--- config.mk ---
export PLATFORM = sky130hd
export DESIGN_NAME = serial_rx_fsm
export DESIGN_NICKNAME = d
export VERILOG_FILES = /design/src/rtl/rxfsm_pkg.sv /design/src/rtl/rxfsm_sync.sv /design/src/rtl/rxfsm_ctrl.sv /design/src/rtl/rxfsm_collect.sv /design/src/rtl/serial_rx_fsm.sv
export SDC_FILE = /design/constraint.sdc
export NUM_CORES = 1
export LEC_CHECK = 0
export CORE_MARGIN = 2
export CORE_UTILIZATION = 55
export CTS_CLUSTER_SIZE = 10
export DETAILED_ROUTE_END_ITERATION = 12
export PLACE_DENSITY = 0.79
export SLEW_MARGIN = 20
export SYNTH_ARGS = -nofsm -noshare
export SYNTH_HDL_FRONTEND = slang
export SYNTH_SLANG_ARGS = --single-unit
--- constraint.sdc ---
create_clock -name clk -period 1.65 [get_ports clk]
set_input_delay 0.33 -clock clk [delete_from_list [all_inputs] [get_ports clk]]
set_output_delay 0.33 -clock clk [all_outputs]
set_load 0.02 [all_outputs]
--- src/rtl/rxfsm_pkg.sv ---
package rxfsm_pkg;
  typedef enum logic [2:0] {
    ST_HUNT   = 3'd0,
    ST_CENTER = 3'd1,
    ST_WAIT   = 3'd2,
    ST_SAMPLE = 3'd3,
    ST_STOP   = 3'd4
  } rx_state_e;
endpackage

--- src/rtl/rxfsm_sync.sv ---
module rxfsm_sync #(
  parameter int STAGES = 2
) (
  input  logic clk,
  input  logic rst_n,
  input  logic rxd_i,
  output logic line_o
);
  logic [STAGES-1:0] chain_q;

  always_ff @(posedge clk) begin
    if (!rst_n) chain_q <= '1;
    else        chain_q <= {chain_q[STAGES-2:0], rxd_i};
  end

  assign line_o = chain_q[STAGES-1];

  // a low level can only reach the controller after the input itself was low
  a_r2_sync_fall: assert property (@(posedge clk) disable iff (!rst_n)
    $fell(line_o) |-> !$past(chain_q[0]));
endmodule

--- src/rtl/rxfsm_ctrl.sv ---
module rxfsm_ctrl
  import rxfsm_pkg::*;
#(
  parameter int OVERSAMPLE = 16,
  parameter int DATA_BITS  = 8
) (
  input  logic      clk,
  input  logic      rst_n,
  input  logic      tick_i,
  input  logic      line_i,
  output logic      sample_o,
  output logic      finish_o,
  output rx_state_e state_o
);
  localparam int TICK_W = $clog2(OVERSAMPLE);
  localparam int BCNT_W = $clog2(DATA_BITS + 1);
  localparam logic [TICK_W-1:0] HALF_LAST = TICK_W'(OVERSAMPLE / 2 - 1);
  localparam logic [TICK_W-1:0] WAIT_LAST = TICK_W'(OVERSAMPLE - 2);
  localparam logic [BCNT_W-1:0] BITS_ALL  = BCNT_W'(DATA_BITS);

  rx_state_e         state_q;
  logic [TICK_W-1:0] tcnt_q;
  logic [BCNT_W-1:0] bcnt_q;
  logic              last_q;

  always_ff @(posedge clk) begin
    if (!rst_n) begin
      state_q <= ST_HUNT;
      tcnt_q  <= '0;
      bcnt_q  <= '0;
      last_q  <= 1'b1;
    end else if (tick_i) begin
      last_q <= line_i;
      unique case (state_q)
        ST_HUNT: begin
          if (last_q && !line_i) begin
            state_q <= ST_CENTER;
            tcnt_q  <= TICK_W'(1);
          end
        end
        ST_CENTER: begin
          if (line_i) begin
            state_q <= ST_HUNT;
          end else if (tcnt_q == HALF_LAST) begin
            state_q <= ST_WAIT;
            tcnt_q  <= '0;
            bcnt_q  <= '0;
          end else begin
            tcnt_q <= tcnt_q + 1'b1;
          end
        end
        ST_WAIT: begin
          if (tcnt_q == WAIT_LAST) begin
            tcnt_q  <= '0;
            state_q <= (bcnt_q == BITS_ALL) ? ST_STOP : ST_SAMPLE;
          end else begin
            tcnt_q <= tcnt_q + 1'b1;
          end
        end
        ST_SAMPLE: begin
          bcnt_q  <= bcnt_q + 1'b1;
          state_q <= ST_WAIT;
        end
        ST_STOP: begin
          state_q <= ST_HUNT;
        end
        default: state_q <= ST_HUNT;
      endcase
    end
  end

  assign sample_o = tick_i && (state_q == ST_SAMPLE);
  assign finish_o = tick_i && (state_q == ST_STOP);
  assign state_o  = state_q;

  // nothing moves on cycles without a tick
  a_r9_hold_no_tick: assert property (@(posedge clk) disable iff (!rst_n)
    !tick_i |=> $stable(state_q) && $stable(tcnt_q) && $stable(bcnt_q));
  // a high line during centring aborts back to hunting
  a_r3_glitch_drop: assert property (@(posedge clk) disable iff (!rst_n)
    (tick_i && state_q == ST_CENTER && line_i) |=> state_q == ST_HUNT);
  // the stop step is reached only with a full word collected
  a_r6_full_at_stop: assert property (@(posedge clk) disable iff (!rst_n)
    (state_q == ST_STOP) |-> bcnt_q == BITS_ALL);
  // no sample beyond the word length
  a_r6_no_extra_sample: assert property (@(posedge clk) disable iff (!rst_n)
    (state_q == ST_SAMPLE) |-> bcnt_q < BITS_ALL);
endmodule

--- src/rtl/rxfsm_collect.sv ---
module rxfsm_collect #(
  parameter int DATA_BITS = 8
) (
  input  logic                 clk,
  input  logic                 rst_n,
  input  logic                 sample_i,
  input  logic                 finish_i,
  input  logic                 line_i,
  output logic [DATA_BITS-1:0] data_o,
  output logic                 valid_o
);
  logic [DATA_BITS-1:0] shift_q;
  logic [DATA_BITS-1:0] data_q;
  logic                 valid_q;

  generate
    if (DATA_BITS > 1) begin : g_wide
      always_ff @(posedge clk) begin
        if (!rst_n)        shift_q <= '0;
        else if (sample_i) shift_q <= {line_i, shift_q[DATA_BITS-1:1]};
      end
    end else begin : g_single
      always_ff @(posedge clk) begin
        if (!rst_n)        shift_q <= '0;
        else if (sample_i) shift_q <= line_i;
      end
    end
  endgenerate

  always_ff @(posedge clk) begin
    if (!rst_n) begin
      data_q  <= '0;
      valid_q <= 1'b0;
    end else begin
      valid_q <= finish_i;
      if (finish_i) data_q <= shift_q;
    end
  end

  assign data_o  = data_q;
  assign valid_o = valid_q;

  // strobe lasts a single clock
  a_r8_single_pulse: assert property (@(posedge clk) disable iff (!rst_n)
    valid_q |=> !valid_q);
  // the word only changes together with the strobe
  a_r8_data_hold: assert property (@(posedge clk) disable iff (!rst_n)
    !valid_q |-> $stable(data_q));
endmodule

--- src/rtl/serial_rx_fsm.sv ---
module serial_rx_fsm
  import rxfsm_pkg::*;
#(
  parameter int OVERSAMPLE = 16,
  parameter int DATA_BITS  = 8
) (
  input  logic                 clk,
  input  logic                 rst_n,
  input  logic                 rx_tick,
  input  logic                 rxd_async,
  output logic [DATA_BITS-1:0] rx_data,
  output logic                 rx_valid
);
  logic      line_s;
  logic      sample_stb;
  logic      finish_stb;
  rx_state_e state;

  rxfsm_sync #(.STAGES(2)) u_sync (
    .clk    (clk),
    .rst_n  (rst_n),
    .rxd_i  (rxd_async),
    .line_o (line_s)
  );

  rxfsm_ctrl #(.OVERSAMPLE(OVERSAMPLE), .DATA_BITS(DATA_BITS)) u_ctrl (
    .clk      (clk),
    .rst_n    (rst_n),
    .tick_i   (rx_tick),
    .line_i   (line_s),
    .sample_o (sample_stb),
    .finish_o (finish_stb),
    .state_o  (state)
  );

  rxfsm_collect #(.DATA_BITS(DATA_BITS)) u_collect (
    .clk      (clk),
    .rst_n    (rst_n),
    .sample_i (sample_stb),
    .finish_i (finish_stb),
    .line_i   (line_s),
    .data_o   (rx_data),
    .valid_o  (rx_valid)
  );

  // the stop step delivers the word whatever the line level
  a_r7_stop_delivers: assert property (@(posedge clk) disable iff (!rst_n)
    (rx_tick && state == ST_STOP) |=> rx_valid);
  // a word is delivered only at the end of a frame
  a_r4_valid_from_stop: assert property (@(posedge clk) disable iff (!rst_n)
    $rose(rx_valid) |-> $past(state == ST_STOP));
endmodule

==> flow_summary.yaml, run 1 <==
critical_path:
  cp.arrival_ps: 1270
  critical_path_required_ps: 1320
  critical_path.n_buffers_inverters: 1
  setup.worst_path.start_class: "flop"
  cpPeakStageDelay_ps: 610
  r2r-start: "u_ctrl.tcnt_q[1]$_SDFFE_PN0P_"
  worstSetupStartpoint: "u_collect.data_o[6]$_SDFFE_PN0P_"
  crit_family: "buffers and inverters"
  cp_max_fo: 2
  path_cells: "clkdlybuf4s50_1"
  timing.setup.critical_path_class: "flop to primary output"
  crit_path_top_delay_cell: "clkdlybuf4s50_1"
  timing.critical_path.to_type: "primary output"
synthesis:
  synth_top_family_by_area: "simple AND/OR/NAND/NOR gates"
  mappedNetlistNets: 180
  multiplexer_area_fraction_after_synthesis: 0.0135
  netlist_instances: 172
  synthesis.area_per_instance_sq_um: 8.61
  post_synth_fa_ha_maj_area_fraction: 0.0338
  area_share_of_and_or_nand_nor_cells_after_synthesis: 0.259
  synth_edf_count: 0
  synthXorXnorAreaFrac: 0
  register_bit_total_from_synthesis: 31
  post-synth-top-area-cell: "dfxtp_1"
  yosys_most_used_dff: "dfxtp_1"
  synth.most_common_cell: "nand2_1"
  async_flop_share: 0
  synth_sequential_area_ratio: 0.419
  synth.cells.most_frequent: "nand2_1 (43), dfxtp_1 (31), a21oi_1 (20)"
  netlist_top_cells_area: "dfxtp_1 (42%), nand2_1 (11%), a21oi_1 (6.8%)"
  synth.yosys.warnings: 0
  syn_area_sq_mm: 0.00148
  yosys.area.top_type_share: 0.419
  compound_cell_area_share_of_the_yosys_netlist: 0.215
  post_synth_num_cell_types: 44
global_routing:
  grt_most_used_layer: "met2"
  grt_use_met2: 0.301
  grt_util_all_layers: 0.201
  grt_use_met3: 0.0721
  antenna_found_initial: 0
  grt_use_met1: 0.261
  grt_overflow: 0
  first_global_vias: 1146
  global_route_wire_length_before_repair_microns: 4970
  pin_count_of_the_biggest_net_entering_global_routing: 18
drt:
  drc: 0
  routed_wire_length_per_instance_microns: 13.6
  first_pass_iters: 4
  routed_via_density: 5.69
  drt-total-wl_microns: 2950
  via_count: 1235
  first_iter_violations: 53
  ant_nets: 0
final_layout:
  instances_no_fill: 217
  area_growth_pct: 15.2
  finalNetCount: 195
  post_route_utilization: 0.677
  insertedDiodeCount: 0
  post-route-cell-area_sq_mm: 0.00171
  drive_above_1_share: 0.160
sta:
  setup_violations: 0
  worst_slew_pin_slew_ps: 453
  grt_setup_unrepaired: "no"
  fin_crit_sh: 0.970
  hold_viol_final: 0
  tns_ps: 0
  timing_limited_maximum_frequency_ghz: 0.625
  post-route-min-period_ps: 1600
  fin_hold_ws_ps: 413
  worst_relative_slew_slack: 0.697
  drv_slew: 0
  worst_clock_skew_ps: 7.00
pwr:
  share_clk_of_total_power: 0.347
  logic_gate_share_of_total_power: 0.060
  power.leakage_uw: 0.000680
  power_density_relative_to_cell_area_mw_per_mm2: 750
  switching_part_of_the_total: 0.232
  max-vdd-ir-drop_v: 0.000717
  power_report.internal_total_uw: 984
  pwr-share-seq: 0.594
  switching_power_uw: 297
clocking:
  clkLatencyLatePin_ps: 330
  cts-root-buf: "clkbuf_4"
  cts-hold-fix-buffers: 0
  clk_pin_slew_ps: 90
  clock_sink_count: 31
  cts_resized: 0
  cts_buf_count: 5
  tritoncts: "done"
  post_cts_buffers: 0
  cts-root-to-sink-buffers: 2
  cts.htree.levels: 2
flow_run:
  cap_viol_max_count: 0
placement:
  dp.final_hpwl_microns: 2040
  finalWeightedCongestion: 0.750
  port_buffers: 12
  placed_standard_cell_area_sq_mm: 0.00163
  dpl.cell_count: 210
floorplan:
  core_area_sq_mm: 0.00252
  placement_rows: 18
  start_util: 0.587
  fp.dieArea_sq_mm: 0.00312
  top_ports: 13
  die-height_microns: 55.9
  dieWidth_microns: 55.9
outcome:
  status: "completed"
hold_path:
  hold_path.startpoint: "u_sync.chain_q[0]$_SDFF_PN1_"
  min_path_type: "flop to flop"
[area by class of cell]
class / instances / area [sq um]
sequential: 31 / 623
clock inverter: 1 / 5.00
timing repair buffer: 19 / 183
clock buffer: 6 / 51.3
fill: 207 / 816
multi-input combinational: 123 / 781
inverter: 7 / 26.3
tap: 30 / 37.5
[stage by stage]
stage          power [uW]  setup slack (ps)
2_1_floorplan         828               293
3_3_place_gp          849              48.4
3_5_place_dp          851              24.7
4_1_cts              1290              32.8
5_1_grt              1330              3.62
6_report             1280              48.9
[flip-flops by register name, indices dropped and copies added (netlist names)]
signal             cells
u_collect.shift_q      8
u_sync.chain_q         2
u_ctrl.last_q          1
u_collect.valid_o      1
u_ctrl.state_o         3
u_ctrl.tcnt_q          4
u_collect.data_o       8
u_ctrl.bcnt_q          4
[cells in the final DEF (no fill, tap or decap), types with 4 or more instances in the layout]
cell type | synthesis | routed
nand2_1 | 43 | 43
a21oi_1 | 20 | 20
clkbuf_4 | 0 | 5
dlymetal6s2s_1 | 0 | 4
dfxtp_1 | 31 | 29
ha_1 | 4 | 4
nor2_1 | 4 | 4
nand2b_1 | 4 | 4
clkdlybuf4s50_1 | 0 | 8
nand3_1 | 8 | 8
buf_4 | 2 | 7
inv_1 | 6 | 6
[logic make-up (layout without fill, tap and decap cells)]
family / Yosys count / in the layout
buf+inv: 18 / 33
compound gates: 41 / 41
mux: 2 / 2
fa+ha+maj: 4 / 4
simple gates: 76 / 76
flops: 31 / 31
[per-layer routing]
| metal | wire, microns | up-vias |
|---|---|---|
| li1 | - | 626 |
| met2 | 1370 | 41 |
| met5 | 0 | - |
| met4 | 36 | 0 |
| met3 | 187 | 5 |
| met1 | 1350 | 563 |
[power groups by stage]
stage | logic (uW) | registers, uW | clock network (uW)
CTS | 74.0 | 760 | 457
finish | 76.6 | 760 | 444
detailed placement | 74.0 | 777 | 0
global route | 83.5 | 761 | 490
floorplan | 54.9 | 773 | 0
global placement | 72.2 | 777 | 0
[worst paths after layout]
check | to | slack (ps) | depth (start not counted)
setup / recovery | rx_data[6] | 50 | 1
hold / removal | u_sync.chain_q[1]$_SDFF_PN1_ | 410 | 1
setup reg to reg | u_ctrl.state_o[0]$_SDFFE_PN0P_ | 140 | 5
hold reg to reg | u_sync.chain_q[1]$_SDFF_PN1_ | 410 | 1
(Power assumes the default switching activity.)
==> run 2, diff against run 1 <==
CORE_MARGIN = not set   (was 2)
==> flow_summary.yaml, run 2 (synthesized netlist as in run 1, its figures left out) <==
hold_path:
  worst_hold_path_ep: "u_sync.chain_q[1]$_SDFF_PN1_"
  min_delay_path_depth: 1
  hold_path.startpoint: "u_sync.chain_q[0]$_SDFF_PN1_"
  min_path_type: "flop to flop"
final_layout:
  layout_commonest_cell: "nand2_1"
  finalNetCount: 198
  area_growth_pct: 19.1
  insertedDiodeCount: 0
  drive_above_1_share: 0.183
  mostFrequentLayoutCells: "nand2_1 (43), dfxtp_1 (29), a21oi_1 (20)"
  post_route_utilization: 0.699
global_routing:
  grt_util_all_layers: 0.241
  global_route_wire_length_before_repair_microns: 4820
  grt_overflow: 0
  pin_count_of_the_biggest_net_entering_global_routing: 18
  antenna_found_initial: 0
  first_global_vias: 1107
sta:
  drv_slew: 0
  grt_setup_unrepaired: "no"
  fin_crit_sh: 0.981
  worst_clock_skew_ps: 7.02
  setup_violations: 0
  worst_slew_pin_slew_ps: 435
  hold_viol_final: 0
  tns_ps: 0
  timing_limited_maximum_frequency_ghz: 0.618
  post-route-min-period_ps: 1620
  worst_relative_slew_slack: 0.708
floorplan:
  dieWidth_microns: 53.9
  start_util: 0.587
  top_ports: 13
  die-height_microns: 53.9
  fp.dieArea_sq_mm: 0.00291
  placement_rows: 18
  core_area_sq_mm: 0.00252
critical_path:
  crit_path_top_delay_cell: "clkdlybuf4s50_1"
  crit_family: "buffers and inverters"
  cpPeakStageDelay_ps: 610
  setup.worst_path.start_class: "flop"
  path_cells: "clkdlybuf4s50_1"
  r2r_setup_slack_ps: 70
  critical_path_required_ps: 1320
  worst-r2r-cell-count: 5
  cp_max_fo: 2
  timing.setup.critical_path_class: "flop to primary output"
  cp.arrival_ps: 1290
  timing.critical_path.to_type: "primary output"
  worstReg2RegEnd: "u_ctrl.state_o[0]$_SDFFE_PN0P_"
  r2r-start: "u_ctrl.tcnt_q[1]$_SDFFE_PN0P_"
  critical_path.n_buffers_inverters: 1
placement:
  finalWeightedCongestion: 0.843
  dp.final_hpwl_microns: 2250
  port_buffers: 12
clocking:
  cts-hold-fix-buffers: 0
  post_cts_buffers: 0
  clock_sink_count: 31
  cts.htree.levels: 2
  cts-root-buf: "clkbuf_4"
  clkLatencyLatePin_ps: 340
  cts_buf_count: 5
  cts-root-to-sink-buffers: 2
  cts_resized: 0
  clk_pin_slew_ps: 100
  tritoncts: "done"
drt:
  drc: 0
  routed_via_density: 5.62
  met2RoutedLength_microns: 1460
  via_count: 1241
  drt-total-wl_microns: 3080
  wl_met3_microns: 68
  first_iter_violations: 20
  top_signal_layer_used: "met4"
  ant_nets: 0
  drt-met1-wl_microns: 1480
  routed_wire_length_per_instance_microns: 14.0
  first_pass_iters: 4
pwr:
  switching_part_of_the_total: 0.221
  pwr-share-seq: 0.516
  power.leakage_uw: 0.000766
  power_density_relative_to_cell_area_mw_per_mm2: 834
  share_clk_of_total_power: 0.429
  max-vdd-ir-drop_v: 0.000716
  finalPower_uw: 1470
  switching_power_uw: 325
  logic_gate_share_of_total_power: 0.054
  power_report.internal_total_uw: 1150
flow_run:
  cap_viol_max_count: 0
outcome:
  status: "completed"
-- run 2: worst max path at each step --
stage	startpoint	endpoint	slack (ps)	cells past startpoint
2_1_floorplan	u_ctrl.bcnt_q[0]$_SDFFE_PN0P_	u_ctrl.state_o[1]$_SDFFE_PN0P_	290	5
6_report	u_collect.data_o[3]$_SDFFE_PN0P_	rx_data[3]	30	1
4_1_cts	u_collect.data_o[3]$_SDFFE_PN0P_	rx_data[3]	20	1
5_1_grt	u_collect.data_o[3]$_SDFFE_PN0P_	rx_data[3]	1	1
3_5_place_dp	rst_n	u_ctrl.state_o[1]$_SDFFE_PN0P_	-10	4
3_3_place_gp	rst_n	u_ctrl.state_o[1]$_SDFFE_PN0P_	50	4
-- run 2: final cells by class --
| class | instances | area [sq um] |
|---|---|---|
| clock inverters | 2 | 35.0 |
| flip-flops and latches | 31 | 623 |
| repair buffers | 22 | 213 |
| clock buffers | 6 | 51.3 |
| fillers | 203 | 758 |
| inverters | 7 | 26.3 |
| multi-input cells | 123 | 778 |
| well taps | 30 | 37.5 |
-- run 2: routing by layer --
metal  up-vias  global-route usage
li1        640                   -
met1       577               0.302
met2        16               0.379
met3         8              0.0424
met4         0               0.149
met5         -                   0
-- run 2: stage by stage --
stage	instance area, sq um	worst slack, ps	hold WS, ps	std cells
after floorplan	1480	293	386	172
after global placement	1650	48.1	391	213
final	1760	31.3	416	221
after detailed placement	1650	-13.4	398	213
after global routing	1760	1.13	439	221
after CTS	1740	17.8	421	221
-- run 2: power groups by stage --
| stage | Combinational, uW | Sequential [uW] | Clock (uW) |
|---|---|---|---|
| finish | 79.7 | 760 | 632 |
| global route | 85.3 | 761 | 662 |
| CTS | 79.1 | 759 | 640 |
| detailed placement | 78.8 | 777 | 0 |
| global placement | 76.0 | 777 | 0 |
| floorplan | 54.9 | 773 | 0 |
==> run 3, diff against run 2 <==
PLACE_DENSITY = 0.77   (was 0.79)
==> flow_summary.yaml, run 3 (synthesized netlist as in run 1, its figures left out) <==
final_layout:
  post-route-cell-area_sq_mm: 0.00172
  count_of_filler_cells_inserted_in_the_layout: 211
  area_growth_pct: 16.1
  mostFrequentLayoutCells: "nand2_1 (43), dfxtp_1 (29), a21oi_1 (20)"
  sequential_cell_area_sq_um: 623
  layout_commonest_cell: "nand2_1"
  finalNetCount: 198
  multi_input_comb_area_sq_um: 772
  drive_above_1_share: 0.174
  insertedDiodeCount: 0
global_routing:
  antenna_found_initial: 0
  grt_util_all_layers: 0.259
  global_route_wire_length_before_repair_microns: 5180
  pin_count_of_the_biggest_net_entering_global_routing: 23
  first_global_vias: 1144
  grt_overflow: 0
critical_path:
  crit_family: "buffers and inverters"
  timing.setup.critical_path_class: "flop to primary output"
  setup.worst_path.start_class: "flop"
  path_cells: "clkdlybuf4s50_1"
  timing.critical_path.to_type: "primary output"
  worstReg2RegEnd: "u_ctrl.state_o[0]$_SDFFE_PN0P_"
  worstSetupStartpoint: "u_collect.data_o[7]$_SDFFE_PN0P_"
  cp_max_fo: 2
  critical_path_required_ps: 1320
  critical_path.n_buffers_inverters: 1
  worst-r2r-cell-count: 5
  cp.arrival_ps: 1280
  cpPeakStageDelay_ps: 610
  r2r-start: "u_ctrl.tcnt_q[1]$_SDFFE_PN0P_"
  r2r_setup_slack_ps: 110
  crit_path_top_delay_cell: "clkdlybuf4s50_1"
clocking:
  tritoncts: "done"
  clkLatencyLatePin_ps: 340
  cts-root-buf: "clkbuf_4"
  clock_sink_count: 31
  cts-hold-fix-buffers: 0
  cts-root-to-sink-buffers: 2
  cts.htree.levels: 2
  cts_buf_count: 5
  clk_pin_slew_ps: 90
hold_path:
  min_path_type: "flop to flop"
  worst_hold_path_ep: "u_sync.chain_q[1]$_SDFF_PN1_"
  hold_path.startpoint: "u_sync.chain_q[0]$_SDFF_PN1_"
  min_delay_path_depth: 1
sta:
  hold_viol_final: 0
  worst_slew_pin_slew_ps: 463
  setup_violations: 0
  post-route-min-period_ps: 1610
  tns_ps: 0
  timing_limited_maximum_frequency_ghz: 0.620
  worst_clock_skew_ps: 9.83
  fin_crit_sh: 0.977
  drv_slew: 0
  grt_setup_unrepaired: "no"
  setup_ws_ps: 37.8
  worst_relative_slew_slack: 0.691
flow_run:
  cap_viol_max_count: 0
placement:
  dp.final_hpwl_microns: 2330
  port_buffers: 12
  placed_standard_cell_area_sq_mm: 0.00165
  finalWeightedCongestion: 0.772
  dpl_worst_slack_ps: 4.21
floorplan:
  fp.dieArea_sq_mm: 0.00291
  core_area_sq_mm: 0.00252
  start_util: 0.587
  top_ports: 13
  die-height_microns: 53.9
  placement_rows: 18
  dieWidth_microns: 53.9
pwr:
  max-vdd-ir-drop_v: 0.000604
  finalPower_uw: 1290
  power_density_relative_to_cell_area_mw_per_mm2: 750
  power.leakage_uw: 0.000695
drt:
  ant_nets: 0
  drc: 0
  first_iter_violations: 33
  via_count: 1261
  routed_via_density: 5.73
  drt-total-wl_microns: 3220
  routed_wire_length_per_instance_microns: 14.7
  first_pass_iters: 4
outcome:
  status: "completed"
[run 3: area by class of cell]
| cell class | instances | area share |
|---|---|---|
| Timing Repair Buffer | 22 | 0.119 |
| Sequential cell | 31 | 0.362 |
| Tap cell | 30 | 0.0218 |
| Inverter | 7 | 0.0153 |
| Multi-Input combinational cell | 123 | 0.449 |
| Clock inverter | 1 | 0.00291 |
| Clock buffer | 6 | 0.0298 |
[run 3: timing repair]
action                     in CTS  in global routing
resized for setup               0                  6
setup endpoints to repair       0                  9
buffers inserted                0                  0
[run 3: report_power, final]
part	leakage [uW]	switching [uW]	total, uW	internal, uW
clock network	0.0000341	256	453	197
logic	0.000409	45.4	77.5	32.2
registers	0.000251	6.27	759	753
total	0.000695	308	1290	982
[run 3: worst max-delay path by stage]
stage / to / slack [ps] / cells past startpoint
2_1_floorplan: u_ctrl.state_o[1]$_SDFFE_PN0P_ / 290 / 5
3_3_place_gp: u_ctrl.tcnt_q[3]$_SDFFE_PN0P_ / 40 / 6
3_5_place_dp: u_collect.data_o[7]$_SDFFE_PN0P_ / 4 / 5
4_1_cts: rx_data[0] / 10 / 1
5_1_grt: rx_data[7] / 2 / 1
6_report: rx_data[7] / 40 / 1
[run 3: metrics by stage]
step | std cells | hold WS, ps | util
floorplan | 172 | 386 | -
global placement | 213 | 391 | 0.655
detailed placement | 213 | 394 | 0.655
CTS | 220 | 416 | 0.677
global route | 220 | 445 | 0.682
finish | 220 | 416 | 0.682
[run 3: per-layer routing]
metal,up-vias,track usage,routed length [microns]
met3,5,0.0791,192
met4,0,0.105,37
met1,594,0.333,1450
li1,633,-,-
met2,29,0.399,1550
met5,-,0,0
